## src/rtl/wdt_pkg.sv

```systemverilog
package wdt_pkg;
  localparam int OPT_W          = 8;
  localparam int RATE_W         = 3;
  localparam int OPT_ASSIGN_BIT = 3;
  localparam int SCALE_W        = 1 << RATE_W;
  localparam int STAGE_W        = $clog2(SCALE_W + 1);

  typedef struct packed {
    logic baseStep;
    logic baseClear;
    logic scalerStep;
    logic scalerClear;
    logic wdtFire;
    logic timerFire;
  } wdtStrobes_t;
endpackage

```

## src/rtl/wdt_ctrl.sv

```systemverilog
module wdt_ctrl
  import wdt_pkg::*;
(
  input  logic                clk,
  input  logic                rstN,
  input  logic                wdtEnable,
  input  logic                wdtTick,
  input  logic                timerSrcTick,
  input  logic                clearWdt,
  input  logic                sleepEntry,
  input  logic                optWrEn,
  input  logic [OPT_W-1:0]    optWrData,
  input  logic                baseAtMax,
  input  logic                scaleHit,
  output logic [OPT_W-1:0]    optValue,
  output logic [STAGE_W-1:0]  stageSel,
  output wdtStrobes_t         strobes
);
  logic [OPT_W-1:0]  optQ;
  logic [RATE_W-1:0] rateCode;
  logic              assignWdt;
  logic              clrAny;
  logic              assignFlip;
  logic              baseExpire;
  logic              scaleEvent;
  logic              scaledOut;

  // option register: all ones on every reset
  always_ff @(posedge clk or negedge rstN) begin
    if (!rstN)        optQ <= '1;
    else if (optWrEn) optQ <= optWrData;
  end

  assign optValue = optQ;

  always_comb begin
    assignWdt  = optQ[OPT_ASSIGN_BIT];
    rateCode   = optQ[RATE_W-1:0];
    // watchdog owner divides by 2^n, timer owner by 2^(n+1)
    stageSel   = assignWdt ? STAGE_W'(rateCode) : STAGE_W'(rateCode) + STAGE_W'(1);
    clrAny     = clearWdt | sleepEntry;
    assignFlip = optWrEn && (optWrData[OPT_ASSIGN_BIT] != assignWdt);

    strobes.baseStep  = wdtEnable && wdtTick && !clrAny;
    baseExpire        = strobes.baseStep && baseAtMax;
    scaleEvent        = assignWdt ? baseExpire : timerSrcTick;
    scaledOut         = scaleEvent && scaleHit && !assignFlip;

    strobes.wdtFire   = assignWdt ? scaledOut : baseExpire;
    strobes.timerFire = assignWdt ? timerSrcTick : scaledOut;
    strobes.baseClear = clrAny || !wdtEnable || baseExpire;
    strobes.scalerClear = assignFlip ||
                          (assignWdt && (clrAny || !wdtEnable || strobes.wdtFire));
    strobes.scalerStep  = scaleEvent && !strobes.scalerClear;
  end

  AST_OPT_WRITE: assert property (@(posedge clk) disable iff (!rstN)
    optWrEn |=> (optValue == $past(optWrData)));
endmodule

```

## src/rtl/wdt_datapath.sv

```systemverilog
module wdt_datapath
  import wdt_pkg::*;
#(
  parameter int BASE_TICKS = 18
) (
  input  logic               clk,
  input  logic               rstN,
  input  wdtStrobes_t        strobes,
  input  logic [STAGE_W-1:0] stageSel,
  output logic               baseAtMax,
  output logic               scaleHit,
  output logic               wdtTimeout,
  output logic               timerTick
);
  localparam int BASE_W = (BASE_TICKS > 1) ? $clog2(BASE_TICKS) : 1;

  logic [BASE_W-1:0]  baseCnt;
  logic [SCALE_W-1:0] scaleCnt;
  logic [SCALE_W:0]   lowOnes;

  always_ff @(posedge clk or negedge rstN) begin
    if (!rstN)                 baseCnt <= '0;
    else if (strobes.baseClear) baseCnt <= '0;
    else if (strobes.baseStep)  baseCnt <= baseCnt + BASE_W'(1);
  end

  assign baseAtMax = (baseCnt == BASE_W'(BASE_TICKS - 1));

  always_ff @(posedge clk or negedge rstN) begin
    if (!rstN)                    scaleCnt <= '0;
    else if (strobes.scalerClear) scaleCnt <= '0;
    else if (strobes.scalerStep)  scaleCnt <= scaleCnt + SCALE_W'(1);
  end

  // lowOnes[k] is high when the low k scaler stages are all ones
  assign lowOnes[0] = 1'b1;
  for (genvar g = 0; g < SCALE_W; g++) begin : g_stage
    assign lowOnes[g+1] = lowOnes[g] & scaleCnt[g];
  end

  assign scaleHit = lowOnes[stageSel];

  always_ff @(posedge clk or negedge rstN) begin
    if (!rstN) begin
      wdtTimeout <= 1'b0;
      timerTick  <= 1'b0;
    end else begin
      wdtTimeout <= strobes.wdtFire;
      timerTick  <= strobes.timerFire;
    end
  end

  AST_BASE_RANGE: assert property (@(posedge clk) disable iff (!rstN)
    baseCnt < BASE_W'(BASE_TICKS));
  AST_SCALER_ZEROED: assert property (@(posedge clk) disable iff (!rstN)
    strobes.scalerClear |=> (scaleCnt == '0));
endmodule

```

## src/rtl/wdt_shared_scaler.sv

```systemverilog
module wdt_shared_scaler
  import wdt_pkg::*;
#(
  parameter int BASE_TICKS = 18
) (
  input  logic             clk,
  input  logic             rstN,
  input  logic             wdtEnable,
  input  logic             wdtTick,
  input  logic             timerSrcTick,
  input  logic             clearWdt,
  input  logic             sleepEntry,
  input  logic             optWrEn,
  input  logic [OPT_W-1:0] optWrData,
  output logic [OPT_W-1:0] optValue,
  output logic             wdtTimeout,
  output logic             timerTick
);
  wdtStrobes_t        strobes;
  logic [STAGE_W-1:0] stageSel;
  logic               baseAtMax;
  logic               scaleHit;

  wdt_ctrl u_ctrl (
    .clk          (clk),
    .rstN         (rstN),
    .wdtEnable    (wdtEnable),
    .wdtTick      (wdtTick),
    .timerSrcTick (timerSrcTick),
    .clearWdt     (clearWdt),
    .sleepEntry   (sleepEntry),
    .optWrEn      (optWrEn),
    .optWrData    (optWrData),
    .baseAtMax    (baseAtMax),
    .scaleHit     (scaleHit),
    .optValue     (optValue),
    .stageSel     (stageSel),
    .strobes      (strobes)
  );

  wdt_datapath #(.BASE_TICKS(BASE_TICKS)) u_dp (
    .clk        (clk),
    .rstN       (rstN),
    .strobes    (strobes),
    .stageSel   (stageSel),
    .baseAtMax  (baseAtMax),
    .scaleHit   (scaleHit),
    .wdtTimeout (wdtTimeout),
    .timerTick  (timerTick)
  );

  AST_CLEAR_WINS: assert property (@(posedge clk) disable iff (!rstN)
    (clearWdt || sleepEntry) |=> !wdtTimeout);
  AST_DISABLED_QUIET: assert property (@(posedge clk) disable iff (!rstN)
    !wdtEnable |=> !wdtTimeout);
  AST_SINGLE_PULSE: assert property (@(posedge clk) disable iff (!rstN)
    wdtTimeout |=> !wdtTimeout);
endmodule

```

## config.mk

```make
export PLATFORM = sky130hd
export DESIGN_NAME = wdt_shared_scaler
export DESIGN_NICKNAME = d
export VERILOG_FILES = /design/src/rtl/wdt_pkg.sv /design/src/rtl/wdt_ctrl.sv /design/src/rtl/wdt_datapath.sv /design/src/rtl/wdt_shared_scaler.sv
export SDC_FILE = /design/constraint.sdc
export NUM_CORES = 1
export LEC_CHECK = 0
export ABC_AREA = 1
export ABC_CLOCK_PERIOD_IN_PS = 3600
export CORE_MARGIN = 1.5
export CORE_UTILIZATION = 51
export DETAILED_ROUTE_END_ITERATION = 7
export PLACE_DENSITY = 0.78
export SLEW_MARGIN = 0
export SYNTH_ARGS = -nofsm -noshare
export SYNTH_HDL_FRONTEND = slang
export SYNTH_HIERARCHICAL = 1
export SYNTH_SLANG_ARGS = --single-unit
export TNS_END_PERCENT = 50
```

## constraint.sdc

```tcl
create_clock -name clk -period 3.6 [get_ports clk]
set_clock_uncertainty 0.2 [all_clocks]
set_input_delay 0.72 -clock clk [delete_from_list [all_inputs] [get_ports clk]]
set_output_delay 0.72 -clock clk [all_outputs]
set_load 0.005 [all_outputs]
```

==> reports/metrics.json <==
{
  "worst_setup_path": {
    "data_arrival_time_of_the_critical_path_ns": 2.99,
    "critical_path.reg2reg.startpoint": "u_ctrl/optValue[0]",
    "crit_path_end": "u_dp/scaleCnt[4]",
    "type_of_element_launching_the_critical_path": "register",
    "required_ns": 3.61,
    "crit_path_cell_trace": "inv_1 > nor4_1 > nand2_1 > nor3_1 > nand4_1 > nand2_1 > nand2_2 > nand2_1 > nand2_2 > nand2_1 > nand2_1 > nand2_2 > nor2_2 > nor2_4 > nor2_1 > o21ai_0 > nor2_1",
    "timing.critical_path.fanout_max": 5,
    "path_common_cell": "sky130_fd_sc_hd__nand2_1",
    "crit_path_max_incr_delay_ns": 0.61,
    "slowest_stage": "sky130_fd_sc_hd__dfstp_2",
    "worstSetupPathType": "register to register",
    "critical_path.startpoint": "u_ctrl/optValue[0]",
    "rr_worst_depth": 17,
    "critical_path.reg2reg.endpoint": "u_dp/scaleCnt[4]",
    "timing.critical_path.to_type": "register",
    "rrSetupSlack_ns": 0.62
  },
  "pwr": {
    "peakVddDrop_v": 0.000339,
    "power_density_mw_per_mm2": 324,
    "sw_share_pct": 28.7,
    "net-switching-power_mw": 0.153,
    "seq_power_share_pct": 54.3,
    "finalPower_mw": 0.532,
    "internal_power_mw": 0.379,
    "clock_power_share_pct": 22.9,
    "leakagePower_nw": 0.754,
    "p_comb_share_pct": 22.8
  },
  "global_routing": {
    "globalRoute.totalOverflow": 0,
    "grt_pass1_wl_um": 4640,
    "grt_pass1_vias": 1151,
    "grt_usage_pct": 22.6,
    "grt_antenna_before_repair": 0,
    "pin_count_of_the_biggest_net_entering_global_routing": 22
  },
  "logic_synthesis": {
    "nets_in_the_synthesized_netlist": 185,
    "postSynth.asyncResetShare_pct": 100,
    "syn_inst": 164,
    "synth_edf_count": 0,
    "avgSynthCellArea_um2": 8.05,
    "ys_seq_elements": 23,
    "synth.top_cell.area_share_pct": 28.4,
    "synth-seq-area-share_pct": 44.4,
    "netlist_top_cells_count": "35 x sky130_fd_sc_hd__nand2_1, 26 x sky130_fd_sc_hd__inv_1, 18 x sky130_fd_sc_hd__nor2_1",
    "yosys-top-cells-area": "sky130_fd_sc_hd__dfrtp_1 28%, sky130_fd_sc_hd__dfstp_2 16%, sky130_fd_sc_hd__nand2_1 10%, sky130_fd_sc_hd__inv_1 7.4%, sky130_fd_sc_hd__nor2_1 5.1%",
    "synthDistinctLibCells": 25,
    "synthesis.area_mm2": 0.00132,
    "netlist.top_cell.by_area": "sky130_fd_sc_hd__dfrtp_1",
    "cell_with_the_most_instances_after_synthesis": "sky130_fd_sc_hd__nand2_1",
    "synth-main-ff-cell": "sky130_fd_sc_hd__dfrtp_1",
    "synth_warnings": 6
  },
  "clock_tree": {
    "cts_resized": 0,
    "clock_transition_at_the_register_clock_pins_on_the_worst_setup_and_hold_paths_after_cts_ns": 0.12,
    "cts_made_buffers": 3,
    "postCtsSetupBuffers": 0,
    "number_of_clock_sinks": 23,
    "tritoncts": "done",
    "cts_buffer_depth": 2,
    "post_cts_hold_buffer_count": 0,
    "root_buffer": "sky130_fd_sc_hd__clkbuf_4",
    "clk-insertion-delay-late_ns": 0.32,
    "cts_max_level": 1
  },
  "detailed_routing": {
    "via_density_per_instance": 5.33,
    "route.final.wire_length_um": 2820,
    "drc": 0,
    "drt-initial-drc-count": 21,
    "vias": 1193,
    "drt_pre_antenna_iters": 4,
    "drtAntennaViolNets": 0,
    "wire_per_inst_um": 12.6
  },
  "timing": {
    "rsz_0062_raised_after_global_routing": "false",
    "fmaxAchievable_mhz": 335,
    "final-hold-violation-count": 0,
    "max-slew-margin-rel_pct": 36.8,
    "timing.final.crit_period_ns": 2.98,
    "finalSetupViolCount": 0,
    "final_max_slew_viol_count": 0,
    "layout_worst_path_cycle_share_pct": 82.9,
    "timing.final.ws_setup_ns": 0.617,
    "transition_time_at_the_pin_with_the_least_slew_margin_ns": 0.946,
    "final.setup.tns_ns": 0
  },
  "floorplan": {
    "die-height_um": 53.9,
    "io_pins": 26,
    "floorplan.initialDensity_pct": 53.8,
    "die_w_um": 53.9,
    "number_of_rows_in_the_core_area": 18,
    "die_area_mm2": 0.00290,
    "core_area_mm2": 0.00245
  },
  "final_layout": {
    "n_antenna_cell": 0,
    "final_layout_size_suffix_gt1_share_pct": 13.4,
    "finish.instance_area_mm2": 0.00164,
    "final_std_cells_w_o_fill": 224,
    "layout.nets": 216,
    "syn2layout_area_growth_pct": 24.6
  },
  "placed_design": {
    "buffer_ports.inserted": 25,
    "worst_slack_after_detailed_placement_ns": 0.701,
    "placedCellCount": 220,
    "placedInstanceArea_mm2": 0.00162,
    "place_hpwl_um": 2160,
    "gp_congestion": 0.834
  },
  "job": {
    "cap_violations": 0
  },
  "worst_hold_path": {
    "timing.hold.worst.class": "register to register"
  },
  "run_status": {
    "outcome": "finished clean"
  }
}
[layout make-up]
cell class | count | area (um^2)
fillers | 196 | 811
well taps | 30 | 37.5
repair buffers | 27 | 265
clock buffers | 4 | 26.3
inverters | 27 | 101
flip-flops and latches | 23 | 586
multi-input cells | 113 | 628
[worst min-delay path by stage]
stage	from	end	depth (start not counted)
finish	u_dp/baseCnt[3]	u_dp/baseCnt[3]	1
global route	u_dp/baseCnt[3]	u_dp/baseCnt[3]	1
CTS	u_dp/baseCnt[3]	u_dp/baseCnt[3]	1
detailed placement	u_dp/baseCnt[3]	u_dp/baseCnt[3]	1
global placement	u_dp/baseCnt[3]	u_dp/baseCnt[3]	1
floorplan	rstN	u_dp/baseCnt[0]	0
[power groups by stage]
stage | Combinational (mW) | Clock, mW | Sequential, mW
finish | 0.121 | 0.122 | 0.289
global route | 0.135 | 0.139 | 0.291
CTS | 0.120 | 0.126 | 0.289
detailed placement | 0.120 | 0 | 0.293
global placement | 0.115 | 0 | 0.292
floorplan | 0.0623 | 0 | 0.292
[metal layers]
metal  part of all wire [%]  GRT usage, %  wire [um]
met1                     43          25.5       1220
met2                     50          38.8       1410
met3                    4.8          5.00        136
met4                    1.8          13.2         51
met5                      0             0          0
[cells in the final DEF, fill, tap and decap left out, types with 6 or more instances in the layout]
cell and count:
sky130_fd_sc_hd__clkdlybuf4s50_1 25, sky130_fd_sc_hd__a21oi_1 6, sky130_fd_sc_hd__inv_1 26, sky130_fd_sc_hd__o21ai_1 6, sky130_fd_sc_hd__nand3_1 10, sky130_fd_sc_hd__dfstp_2 8, sky130_fd_sc_hd__nand2_1 35, sky130_fd_sc_hd__o21ai_0 7
sky130_fd_sc_hd__nor2_1 18, sky130_fd_sc_hd__dfrtp_1 15
[state kept, by name, indices dropped and copies added (netlist names)]
register and count:
u_ctrl/optValue 8, u_dp/baseCnt 5, u_dp/timerTick 1, u_dp/scaleCnt 8
u_dp/wdtTimeout 1
[kinds of logic (layout without fill, tap and decap cells)]
group | count (synthesis) | after routing | synth area share (%)
compound gates | 20 | 20 | 7.77
xor+xnor | 4 | 4 | 2.65
fa+ha+maj | 5 | 5 | 4.74
buf+inv | 28 | 58 | 8.06
flops | 23 | 23 | 44.4
mux | 4 | 4 | 3.41
simple gates | 80 | 80 | 29.0
[worst max-delay path: cells and delay by family (launching register included)]
kind / cells / cell delay [ns]
simple gates: 15 / 1.81
flops: 1 / 0.61
compound gates: 1 / 0.19
buf+inv: 1 / 0.07
[metrics by stage]
stage	hold WS, ns	util, %
after floorplan	0.224	-
after global placement	0.274	65.9
after detailed placement	0.293	65.9
after CTS	0.311	67.0
after global routing	0.357	67.0
final	0.313	67.0
Note: power is estimated with default switching activity, not from simulation.
